$ cat config.mk
export PLATFORM = sky130hd
export DESIGN_NAME = sdram_cmd_ctrl
export DESIGN_NICKNAME = d
export VERILOG_FILES = /design/src/rtl/sdram_ctl_pkg.sv /design/src/rtl/sdram_cmd_decode.sv /design/src/rtl/sdram_mode_reg.sv /design/src/rtl/sdram_burst_ctr.sv /design/src/rtl/sdram_bank_track.sv /design/src/rtl/sdram_cmd_ctrl.sv
export SDC_FILE = /design/constraint.sdc
export NUM_CORES = 1
export LEC_CHECK = 0
export ABC_AREA = 1
export BUFFER_PORTS_ARGS = -buffer_cell sky130_fd_sc_hd__buf_4
export CORE_MARGIN = 8
export CORE_UTILIZATION = 30
export CTS_CLUSTER_SIZE = 40
export DETAILED_ROUTE_END_ITERATION = 16
export PLACE_DENSITY = 0.48
export SLEW_MARGIN = 20
export SYNTH_ARGS = -nofsm -noshare
export SYNTH_HDL_FRONTEND = slang
export SYNTH_SLANG_ARGS = --single-unit
$ cat constraint.sdc
create_clock -name clk -period 1.85 [get_ports clk]
set_clock_uncertainty 0.05 [all_clocks]
set_input_delay 0.0925 -clock clk [delete_from_list [all_inputs] [get_ports clk]]
set_output_delay 0.0925 -clock clk [all_outputs]
set_load 0.01 [all_outputs]
$ cat src/rtl/sdram_ctl_pkg.sv
package sdram_ctl_pkg;
  typedef enum logic [3:0] {
    CMD_NOP  = 4'd0,
    CMD_ACT  = 4'd1,
    CMD_RD   = 4'd2,
    CMD_WR   = 4'd3,
    CMD_PRE  = 4'd4,
    CMD_PREA = 4'd5,
    CMD_REFA = 4'd6,
    CMD_REFS = 4'd7,
    CMD_MRS  = 4'd8,
    CMD_BST  = 4'd9
  } cmd_e;

  typedef enum logic [1:0] {
    BK_IDLE  = 2'd0,
    BK_OPEN  = 2'd1,
    BK_BURST = 2'd2
  } bank_st_e;

  typedef struct packed {
    logic [2:0] cl;
    logic       ilv;
    logic [2:0] bl;
  } mode_t;

  localparam logic [2:0] BL_FULL    = 3'b111;
  localparam logic [2:0] CL_DEFAULT = 3'd2;
endpackage

$ cat src/rtl/sdram_cmd_decode.sv
module sdram_cmd_decode
  import sdram_ctl_pkg::*;
(
  input  logic cs_n,
  input  logic ras_n,
  input  logic cas_n,
  input  logic we_n,
  input  logic cke,
  input  logic cke_prev,
  input  logic a8,
  output cmd_e cmd
);
  always_comb begin
    cmd = CMD_NOP;
    if (cke_prev && !cs_n) begin
      unique case ({ras_n, cas_n, we_n})
        3'b111: cmd = CMD_NOP;
        3'b011: cmd = CMD_ACT;
        3'b101: cmd = CMD_RD;
        3'b100: cmd = CMD_WR;
        3'b010: cmd = a8 ? CMD_PREA : CMD_PRE;
        3'b001: cmd = cke ? CMD_REFA : CMD_REFS;
        3'b000: cmd = CMD_MRS;
        3'b110: cmd = CMD_BST;
        default: cmd = CMD_NOP;
      endcase
    end
  end
endmodule

$ cat src/rtl/sdram_mode_reg.sv
module sdram_mode_reg
  import sdram_ctl_pkg::*;
(
  input  logic  clk,
  input  logic  rst_n,
  input  logic  load,
  input  mode_t din,
  output logic  fields_ok,
  output mode_t mode
);
  mode_t mode_q, mode_d;
  logic  bl_ok, cl_ok;

  always_comb begin
    bl_ok = (din.bl[2] == 1'b0) || (din.bl == BL_FULL);
    cl_ok = (din.cl != 3'd0) && (din.cl <= 3'd3);
    fields_ok = bl_ok && cl_ok;
  end

  always_comb begin
    mode_d = mode_q;
    if (load) mode_d = din;
  end

  always_ff @(posedge clk or negedge rst_n) begin
    if (!rst_n) mode_q <= '{cl: CL_DEFAULT, ilv: 1'b0, bl: 3'b000};
    else        mode_q <= mode_d;
  end

  assign mode = mode_q;

  assert_cl_range_R11: assert property (@(posedge clk) disable iff (!rst_n)
    (mode_q.cl != 3'd0) && (mode_q.cl <= 3'd3));
endmodule

$ cat src/rtl/sdram_burst_ctr.sv
module sdram_burst_ctr #(
  parameter int COL_W = 8,
  parameter int BA_W  = 1,
  localparam int CNT_W = COL_W + 1
) (
  input  logic             clk,
  input  logic             rst_n,
  input  logic             en,
  input  logic             start,
  input  logic [BA_W-1:0]  start_bank,
  input  logic             full_page,
  input  logic [CNT_W-1:0] len,
  input  logic             stop,
  output logic             busy,
  output logic [BA_W-1:0]  cur_bank,
  output logic             last
);
  logic             busy_q, busy_d, fp_q, fp_d;
  logic [CNT_W-1:0] left_q, left_d;
  logic [BA_W-1:0]  bank_q, bank_d;

  always_comb begin
    last = en && busy_q && !fp_q && (left_q == CNT_W'(1));
  end

  always_comb begin
    busy_d = busy_q;
    fp_d   = fp_q;
    left_d = left_q;
    bank_d = bank_q;
    if (en) begin
      if (start) begin
        busy_d = 1'b1;
        fp_d   = full_page;
        left_d = len;
        bank_d = start_bank;
      end else if (stop) begin
        busy_d = 1'b0;
      end else if (busy_q && !fp_q) begin
        left_d = left_q - CNT_W'(1);
        if (left_q == CNT_W'(1)) busy_d = 1'b0;
      end
    end
  end

  always_ff @(posedge clk or negedge rst_n) begin
    if (!rst_n) begin
      busy_q <= 1'b0;
      fp_q   <= 1'b0;
      left_q <= '0;
      bank_q <= '0;
    end else begin
      busy_q <= busy_d;
      fp_q   <= fp_d;
      left_q <= left_d;
      bank_q <= bank_d;
    end
  end

  assign busy     = busy_q;
  assign cur_bank = bank_q;

  assert_count_live_R4: assert property (@(posedge clk) disable iff (!rst_n)
    (busy_q && !fp_q) |-> (left_q != '0));
endmodule

$ cat src/rtl/sdram_bank_track.sv
module sdram_bank_track
  import sdram_ctl_pkg::*;
#(
  parameter int ROW_W = 9
) (
  input  logic             clk,
  input  logic             rst_n,
  input  logic             en,
  input  logic             open_i,
  input  logic             rw_i,
  input  logic             ap_i,
  input  logic             close_i,
  input  logic             leave_i,
  input  logic [ROW_W-1:0] row_in,
  output bank_st_e         state,
  output logic [ROW_W-1:0] row,
  output logic             ap_pend
);
  bank_st_e         st_q, st_d;
  logic [ROW_W-1:0] row_q, row_d;
  logic             ap_q, ap_d;

  always_comb begin
    st_d  = st_q;
    row_d = row_q;
    ap_d  = ap_q;
    if (en) begin
      if (close_i) begin
        st_d = BK_IDLE;
        ap_d = 1'b0;
      end else if (open_i) begin
        st_d  = BK_OPEN;
        row_d = row_in;
      end else if (rw_i) begin
        st_d = BK_BURST;
        ap_d = ap_i;
      end else if (leave_i) begin
        st_d = ap_q ? BK_IDLE : BK_OPEN;
        ap_d = 1'b0;
      end
    end
  end

  always_ff @(posedge clk or negedge rst_n) begin
    if (!rst_n) begin
      st_q  <= BK_IDLE;
      row_q <= '0;
      ap_q  <= 1'b0;
    end else begin
      st_q  <= st_d;
      row_q <= row_d;
      ap_q  <= ap_d;
    end
  end

  assign state   = st_q;
  assign row     = row_q;
  assign ap_pend = ap_q;

  assert_ap_only_in_burst_R5: assert property (@(posedge clk) disable iff (!rst_n)
    ap_q |-> (st_q == BK_BURST));
  assert_act_from_idle_R3: assert property (@(posedge clk) disable iff (!rst_n)
    (en && open_i && !close_i) |-> (st_q == BK_IDLE));
endmodule

$ cat src/rtl/sdram_cmd_ctrl.sv
module sdram_cmd_ctrl
  import sdram_ctl_pkg::*;
#(
  parameter int ROW_W = 9,
  parameter int COL_W = 8,
  parameter int BA_W  = 1,
  localparam int NB    = 1 << BA_W,
  localparam int CNT_W = COL_W + 1
) (
  input  logic              clk,
  input  logic              rst_n,
  input  logic              cs_n,
  input  logic              ras_n,
  input  logic              cas_n,
  input  logic              we_n,
  input  logic              cke,
  input  logic [BA_W-1:0]   ba,
  input  logic [ROW_W-1:0]  addr,
  output logic [3:0]        cmd_code,
  output logic              rd_stb,
  output logic              wr_stb,
  output logic              illegal,
  output logic [COL_W-1:0]  col_out,
  output logic [NB-1:0]     bank_open,
  output logic [NB-1:0]     bank_burst,
  output logic [NB-1:0]     ap_pend,
  output logic [NB*ROW_W-1:0] row_bus,
  output logic              self_ref,
  output logic [2:0]        mode_bl,
  output logic              mode_ilv,
  output logic [2:0]        mode_cl
);
  logic cke_prev_q;
  logic sr_q, sr_d;
  logic en;
  cmd_e cmd;

  bank_st_e bk_st [NB];
  logic     any_open, sel_idle, is_rw, fp_mode;
  logic     act_ok, rw_ok, ref_ok, mrs_ok, ill_now;
  logic     mode_fields_ok, stop_burst, burst_busy, burst_last;
  logic [BA_W-1:0]  burst_bank;
  logic [CNT_W-1:0] burst_len;
  mode_t    mode;

  logic [3:0]       cmd_q;
  logic             rd_q, wr_q, ill_q;
  logic [COL_W-1:0] col_q, col_d;

  assign en = cke_prev_q;

  sdram_cmd_decode u_dec (
    .cs_n(cs_n), .ras_n(ras_n), .cas_n(cas_n), .we_n(we_n),
    .cke(cke), .cke_prev(cke_prev_q), .a8(addr[8]), .cmd(cmd)
  );

  sdram_mode_reg u_mode (
    .clk(clk), .rst_n(rst_n), .load(mrs_ok),
    .din('{cl: addr[6:4], ilv: addr[3], bl: addr[2:0]}),
    .fields_ok(mode_fields_ok), .mode(mode)
  );

  always_comb begin
    any_open = 1'b0;
    for (int b = 0; b < NB; b++) any_open |= (bk_st[b] != BK_IDLE);
    sel_idle = (bk_st[ba] == BK_IDLE);
    is_rw    = (cmd == CMD_RD) || (cmd == CMD_WR);
    fp_mode  = (mode.bl == BL_FULL);
    act_ok   = (cmd == CMD_ACT) && sel_idle;
    rw_ok    = is_rw && !sel_idle && !(addr[8] && fp_mode);
    ref_ok   = ((cmd == CMD_REFA) || (cmd == CMD_REFS)) && !any_open;
    mrs_ok   = (cmd == CMD_MRS) && !addr[7] && mode_fields_ok && !any_open;
    ill_now  = ((cmd == CMD_ACT) && !act_ok) || (is_rw && !rw_ok) ||
               (((cmd == CMD_REFA) || (cmd == CMD_REFS)) && !ref_ok) ||
               ((cmd == CMD_MRS) && !mrs_ok);
    stop_burst = (cmd == CMD_BST) || (cmd == CMD_PREA) ||
                 ((cmd == CMD_PRE) && (ba == burst_bank));
    burst_len  = CNT_W'(1) << mode.bl[1:0];
  end

  sdram_burst_ctr #(.COL_W(COL_W), .BA_W(BA_W)) u_burst (
    .clk(clk), .rst_n(rst_n), .en(en), .start(rw_ok), .start_bank(ba),
    .full_page(fp_mode), .len(burst_len), .stop(stop_burst),
    .busy(burst_busy), .cur_bank(burst_bank), .last(burst_last)
  );

  for (genvar b = 0; b < NB; b++) begin : g_bank
    logic open_b, rw_b, close_b, leave_b;
    logic [ROW_W-1:0] row_b;
    logic ap_b;
    always_comb begin
      open_b  = act_ok && (ba == BA_W'(b));
      rw_b    = rw_ok && (ba == BA_W'(b));
      close_b = (cmd == CMD_PREA) || ((cmd == CMD_PRE) && (ba == BA_W'(b)));
      leave_b = (bk_st[b] == BK_BURST) &&
                (burst_last || (cmd == CMD_BST) || (rw_ok && (ba != BA_W'(b))));
    end
    sdram_bank_track #(.ROW_W(ROW_W)) u_bank (
      .clk(clk), .rst_n(rst_n), .en(en), .open_i(open_b), .rw_i(rw_b),
      .ap_i(addr[8]), .close_i(close_b), .leave_i(leave_b), .row_in(addr),
      .state(bk_st[b]), .row(row_b), .ap_pend(ap_b)
    );
    assign row_bus[b*ROW_W +: ROW_W] = row_b;
    assign ap_pend[b]    = ap_b;
    assign bank_open[b]  = (bk_st[b] != BK_IDLE);
    assign bank_burst[b] = (bk_st[b] == BK_BURST);
  end

  always_comb begin
    sr_d = sr_q;
    if (sr_q && cke)                           sr_d = 1'b0;
    else if (en && (cmd == CMD_REFS) && ref_ok) sr_d = 1'b1;
    col_d = col_q;
    if (en && rw_ok) col_d = addr[COL_W-1:0];
  end

  always_ff @(posedge clk or negedge rst_n) begin
    if (!rst_n) begin
      cke_prev_q <= 1'b0;
      sr_q       <= 1'b0;
      cmd_q      <= 4'd0;
      rd_q       <= 1'b0;
      wr_q       <= 1'b0;
      ill_q      <= 1'b0;
      col_q      <= '0;
    end else begin
      cke_prev_q <= cke;
      sr_q       <= sr_d;
      cmd_q      <= cmd;
      rd_q       <= rw_ok && (cmd == CMD_RD);
      wr_q       <= rw_ok && (cmd == CMD_WR);
      ill_q      <= ill_now;
      col_q      <= col_d;
    end
  end

  assign self_ref = sr_q && !cke;
  assign cmd_code = cmd_q;
  assign rd_stb   = rd_q;
  assign wr_stb   = wr_q;
  assign illegal  = ill_q;
  assign col_out  = col_q;
  assign mode_bl  = mode.bl;
  assign mode_ilv = mode.ilv;
  assign mode_cl  = mode.cl;

  assert_one_burst_R12: assert property (@(posedge clk) disable iff (!rst_n)
    $onehot0(bank_burst));
  assert_strobe_bursts_R4: assert property (@(posedge clk) disable iff (!rst_n)
    (rd_stb || wr_stb) |-> (bank_burst != '0));
  assert_suspended_edge_R2: assert property (@(posedge clk) disable iff (!rst_n)
    !cke_prev_q |=> ((cmd_code == 4'd0) && !illegal && !rd_stb && !wr_stb));
  assert_sr_quiet_R10: assert property (@(posedge clk) disable iff (!rst_n)
    sr_q |-> (!rd_stb && !wr_stb && (bank_open == '0)));
endmodule

== Yosys cells after proc, flatten, opt, wreduce, memory -nomap -nowiden ==
Cells that the tools add are included.
Word-level totals
  register bits: 60
Cells by class
  $lt $le $gt $ge: 2
  add/sub/neg operators: 1
  shift operators: 1
  mux-type cells: 34
  reductions and logical operators: 81
  bitwise logic cells: 6
  equal/unequal tests: 25
Operator list (number)
  1-bit logical AND: 35
  4-bit case mux with 8 select lines: 1
  9-bit 2-to-1 mux: 3
  2-bit 2-to-1 mux: 11
  3-bit equality test (second input constant): 6
  1-bit 2-to-1 mux: 18
  3-bit AND reduction: 6
  4-bit by 3-bit equality test with 1-bit output (second input constant): 4
  3-bit nonzero test: 5
  1-bit logical OR: 13
  1-bit zero test: 11
  9-bit by 1-bit equality test with 1-bit output (second input constant): 1
  1-bit by 2-bit << shifter with 9-bit output (first input constant): 1
  9-bit by 1-bit subtractor with 9-bit output (second input constant): 1
  4-bit by 2-bit equality test with 1-bit output (second input constant): 2
  4-bit equality test (second input constant): 2
  2-bit nonzero test: 4
  4-bit nonzero test: 2
  3-bit by 2-bit equality test with 1-bit output (second input constant): 2
  2-bit AND reduction: 3
  2-bit equality test (second input constant): 2
  4-bit by 1-bit equality test with 1-bit output (second input constant): 1
  4-bit 2-to-1 mux: 1
  2-bit by 1-bit != test with 1-bit output (second input constant): 2
  other kinds (10): 13

== Depth between registers and ports, before layout ==
  depth after elaboration: 15
  mapped depth: 13
  gate-level depth less buffers: 13

== Cells and area by module ==
From an unflattened synthesis, not the netlist that was laid out.
Unflattened totals
  cell total of the unflattened synthesis: 434
  area, all modules: 3324.4 sq um
Modules (own cells, without submodules)
  sdram_bank_track: seq. area each 300.3 sq um, instances 2, area each 581.8 sq um, cells each 67
  sdram_cmd_ctrl: seq. area each 425.4 sq um, instances 1, area each 963.4 sq um, cells each 126
  sdram_burst_ctr: seq. area each 300.3 sq um, instances 1, area each 805.8 sq um, cells each 122
  sdram_mode_reg: seq. area each 176.4 sq um, instances 1, area each 291.5 sq um, cells each 32
  sdram_cmd_decode: seq. area each 0.0 sq um, instances 1, area each 100.1 sq um, cells each 20

== Least setup slack after synthesis ==
OpenSTA, ideal clock, no wires.
  kind: reg2reg
  from: register g_bank[1].u_bank.st_q[0]
  to: register u_burst.fp_q
  arrival time: 1.481 ns
  period minus slack after synthesis: 1.655 ns
  path slack: 0.195 ns
  setup time: 0.124 ns
  stages on the path, launching flop included: 10
  path buffers: 2
  cell sequence: dfrtp_1 > or2_1 > nand2_1 > inv_1 > nor2_4 > inv_1 > nand2_2 > buf_6 > buf_6 > a21oi_2
On the way
  cells in the longest elaborated chain, start to end: 8
RTL lines
  from (decl): line sdram_bank_track.sv:19  | bank_st_e st_q, st_d;
  from (signal assigned): line sdram_bank_track.sv:50  | st_q <= st_d;
  2-bit 2-to-1 mux (implied by the code) (3 in a row): line sdram_cmd_ctrl.sv:66  | sel_idle = (bk_st[ba] == BK_IDLE);
  2-bit zero test: line sdram_cmd_ctrl.sv:66
  1-bit zero test: line sdram_cmd_ctrl.sv:70  | rw_ok = is_rw && !sel_idle && !(addr[8] && fp_mode);
  1-bit logical AND (2 in a row): line sdram_cmd_ctrl.sv:70
  2-bit AND reduction (no line)
  to (signal assigned): line sdram_burst_ctr.sv:54  | fp_q <= fp_d;
  to (decl): line sdram_burst_ctr.sv:18  | logic busy_q, busy_d, fp_q, fp_d;
No other way between the ends. The select of a mux whose other input is x is not followed.
A chain may end at the register's enable or synchronous reset.

== Final worst setup path ==
  from: register cke_prev_q
  to: register col_q[1] (netlist: col_out[1])
On the way
  cells in the longest elaborated chain, start to end: 7
RTL lines
  from (decl): line sdram_cmd_ctrl.sv:33  | logic cke_prev_q;
  from (signal assigned): line sdram_cmd_ctrl.sv:127  | cke_prev_q <= cke;
  1-bit logical AND (*): line sdram_cmd_decode.sv:15  | if (cke_prev && !cs_n) begin
  4-bit 2-to-1 mux (*): line sdram_cmd_decode.sv:15
  net cmd[1]: line sdram_cmd_ctrl.sv:36  | cmd_e cmd;
  4-bit by 2-bit equality test with 1-bit output: line sdram_cmd_ctrl.sv:67  | is_rw = (cmd == CMD_RD) || (cmd == CMD_WR);
  1-bit logical OR (*): line sdram_cmd_ctrl.sv:67
  1-bit logical AND (*) (2 in a row): line sdram_cmd_ctrl.sv:70
  1-bit logical AND (*): line sdram_cmd_ctrl.sv:114  | if (en && rw_ok) col_d = addr[COL_W-1:0];
  to (signal assigned): line sdram_cmd_ctrl.sv:133  | col_q <= col_d;
  to (decl): line sdram_cmd_ctrl.sv:48  | logic [COL_W-1:0] col_q, col_d;
Mark *: on every way through the listed nets, which the timed path passes. The rest lies on a longest branch.

==> qor.yml <==
placement:
  place_congestion: 0.7900
  hpwl_um: 6128
  dp_cells: 560
  io_buffers: 63
worst_setup_path:
  crit_type: "reg2reg"
  crit_required_ns: 2.01
  arrival_ns: 1.96
  worstPathMaxFanout: 16
  worstSetupEndpointType: "flip-flop"
  cp-start-kind: "flip-flop"
  reg2reg_from: "cke_prev_q"
  cp-startpoint: "cke_prev_q"
timing:
  drv_slew: 0
  slew_headroom_pct: 48.15
  tns_ns: 0
  min_period_ns: 1.797
  finalHoldViolations: 0
  rsz0062_at_grt: "yes"
  min_period_over_period_pct: 97.16
  max_freq_mhz: 556.3
  setup_viol: 0
  worst_slew_pin_slew_ns: 0.7777
pwr:
  powerDensity_nw_per_um2: 1366
  p_leak_nw: 2.154
  peakVddDrop_v: 0.0008077
floorplan:
  io_pins: 64
  core_area_um2: 9819
  die_h_um: 116.7
  fp.dieW_um: 116.7
  initial_core_util_pct: 31.00
  num_rows: 36
  die_area_um2: 13630
grt:
  grt_pass1_vias: 2644
  grt_pass1_wl_um: 13560
  grt_max_degree: 61
  grt_antenna_before_repair: 0
  gr-total-overflow: 0
  grt_usage_pct: 12.82
logic_synthesis:
  synth_top_area_share_pct: 48.50
  syn_nets: 375
  yosys-top-cells-area: "dfrtp_1, nand2_1, inv_1"
  netlist_area_um2: 3044
  ys_warn_count: 0
  syn_avg_cell_area_um2: 8.551
  yosysSeqAreaShare_pct: 49.36
  synth_cells: 356
  ys_ff_latch: 60
  ys_types: 35
  synth_top_area_cell: "dfrtp_1"
cells_and_area:
  syn_to_final_growth_pct: 37.94
  drive_gt1_share_pct: 34.73
  fin_cells: 585
  layout.nets: 467
  diodes: 0
detailed_routing:
  via_per_inst: 4.439
  drtIter0Drc: 108
  routedWlPerCell_um: 14.04
  dr.pass1.iters: 4
  drc: 0
  dr_total_vias: 2597
  routed_wirelength_um: 8212
  postRouteAntennaNets: 0
clock_tree:
  cts_sinks: 60
  clock_latency_ns: 0.33
  cts.reportedPaths.clkPinSlew_ns: 0.08
  cts-htree-levels: 3
  cts_tree: "yes"
  numCtsBuffers: 9
  cts.path.max_buffers: 2
  cts_root_buffer: "clkbuf_8"
worst_hold_path:
  worstHoldStart: "addr[7]"
  hold_path_class: "in2reg"
job:
  cap_viol_max_count: 0
outcome:
  status: "complete, no violations"
-- kinds of logic after synthesis --
group	share of synthesized area, %
fa+ha+maj	0.8219
simple gates	29.84
flops	49.36
buf+inv	8.055
compound gates	10.19
xor+xnor	1.726
-- power by group --
group | switching (mW) | internal, mW
clock | 0.523 | 0.864
sequential | 0.318 | 1.79
combinational | 1.17 | 1.07
-- layout by cell type, fill, tap and decap left out, drive strengths merged, types with 3 or more instances in the layout --
master and instances:
nand2 106, buf 88, dfrtp 59, o21ai 46, inv 44, nor2 31, nand3 21, nand4 14
clkbuf 13, xor2 4, a21oi 4, or2 3
-- routing by layer --
| metal | track usage (%) | part of all wire [%] |
|---|---|---|
| met4 | 3.584 | 1.2 |
| met3 | 4.964 | 6.0 |
| met2 | 20.83 | 49 |
| met5 | 0 | 0 |
| met1 | 15.44 | 44 |
-- repair_timing --
action                                  in CTS  in global routing
hold buffers                                 2                  0
buffers inserted                             0                  8
pin swaps                                    0                 14
hold endpoints to repair                    61                  0
resized for setup                            1                 30
endpoints found under the setup margin       1                 47
-- path summary, 6_finish.rpt --
check,depth (start not counted),slack [ns],to
max,10,0.05,col_out[1]
min,3,0.02,col_out[7]
max reg2reg,10,0.05,col_out[1]
min reg2reg,2,0.44,g_bank[1].u_bank.row[0]
max in group asynchronous,2,0.91,g_bank[1].u_bank.row[8]
min in group asynchronous,2,0.33,g_bank[0].u_bank.state[1]
-- registers in the layout, summed over array words and instances, names as in the netlist, 2 cells and up --
register,flops
cmd_code,4
g_bank.u_bank.row,18
g_bank.u_bank.state,4
u_burst.left_q,9
col_out,8
u_mode.mode,7
g_bank.u_bank.ap_pend,2
-- critical path: stages (launching register included) --
cell     delay (ns)
dfrtp_1        0.38
inv_2          0.08
nor2_8         0.15
nand2_4        0.08
nor2_8         0.17
nand3_2        0.13
nor2_4         0.17
nand2_4        0.14
buf_6          0.19
nand2_1        0.06
o21ai_0        0.08
-- Yosys cell counts --
library cell  instances
o221ai_1              1
nor2_4                6
nor2_2                3
a21oi_1               3
xnor2_1               2
buf_6                 4
nor2_1               20
inv_1                40
o211ai_1              1
nand4_2               1
o21a_1                1
inv_2                 4
dfrtp_1              59
buf_4                 2
ha_1                  2
a31oi_1               1
a21oi_2               1
nand2_4               1
nand2_2               4
buf_2                 4
or2_1                 2
nand2_1             101
nor3_1                2
and2_1                1
or2_2                 1
o21ai_1              21
nand3_2               3
o21ai_2               7
nor2_8                2
o21ai_0              18
xor2_1                4
nand4_1              13
nand3_1              18
dfstp_2               1
nor4_4                2
-- metrics by stage --
| stage | setup slack (ns) | hold slack (ns) | power (mW) | utilization (%) | area (um2) |
|---|---|---|---|---|---|
| after global routing | -0.04800 | 0.01399 | 6.177 | 42.76 | 4199 |
| final | 0.05253 | 0.01742 | 5.736 | 42.76 | 4199 |
| after global placement | 0.03065 | 0.1854 | 4.275 | 38.07 | 3739 |
| after CTS | 0.02708 | 0.009195 | 5.738 | 40.71 | 3998 |
| after floorplan | 0.1948 | -0.2531 | 3.295 | - | 3044 |
| after detailed placement | -0.005672 | 0.1777 | 4.306 | 38.07 | 3739 |
-- layout make-up --
class	count	area [um2]
clock buffers	12	165.2
clock inverters	3	68.82
fillers	1034	5620
inverters	44	167.7
multi-input cells	242	1403
flip-flops and latches	60	1503
well taps	133	166.4
repair buffers	91	725.7
Note: power is estimated with default switching activity, not from simulation.
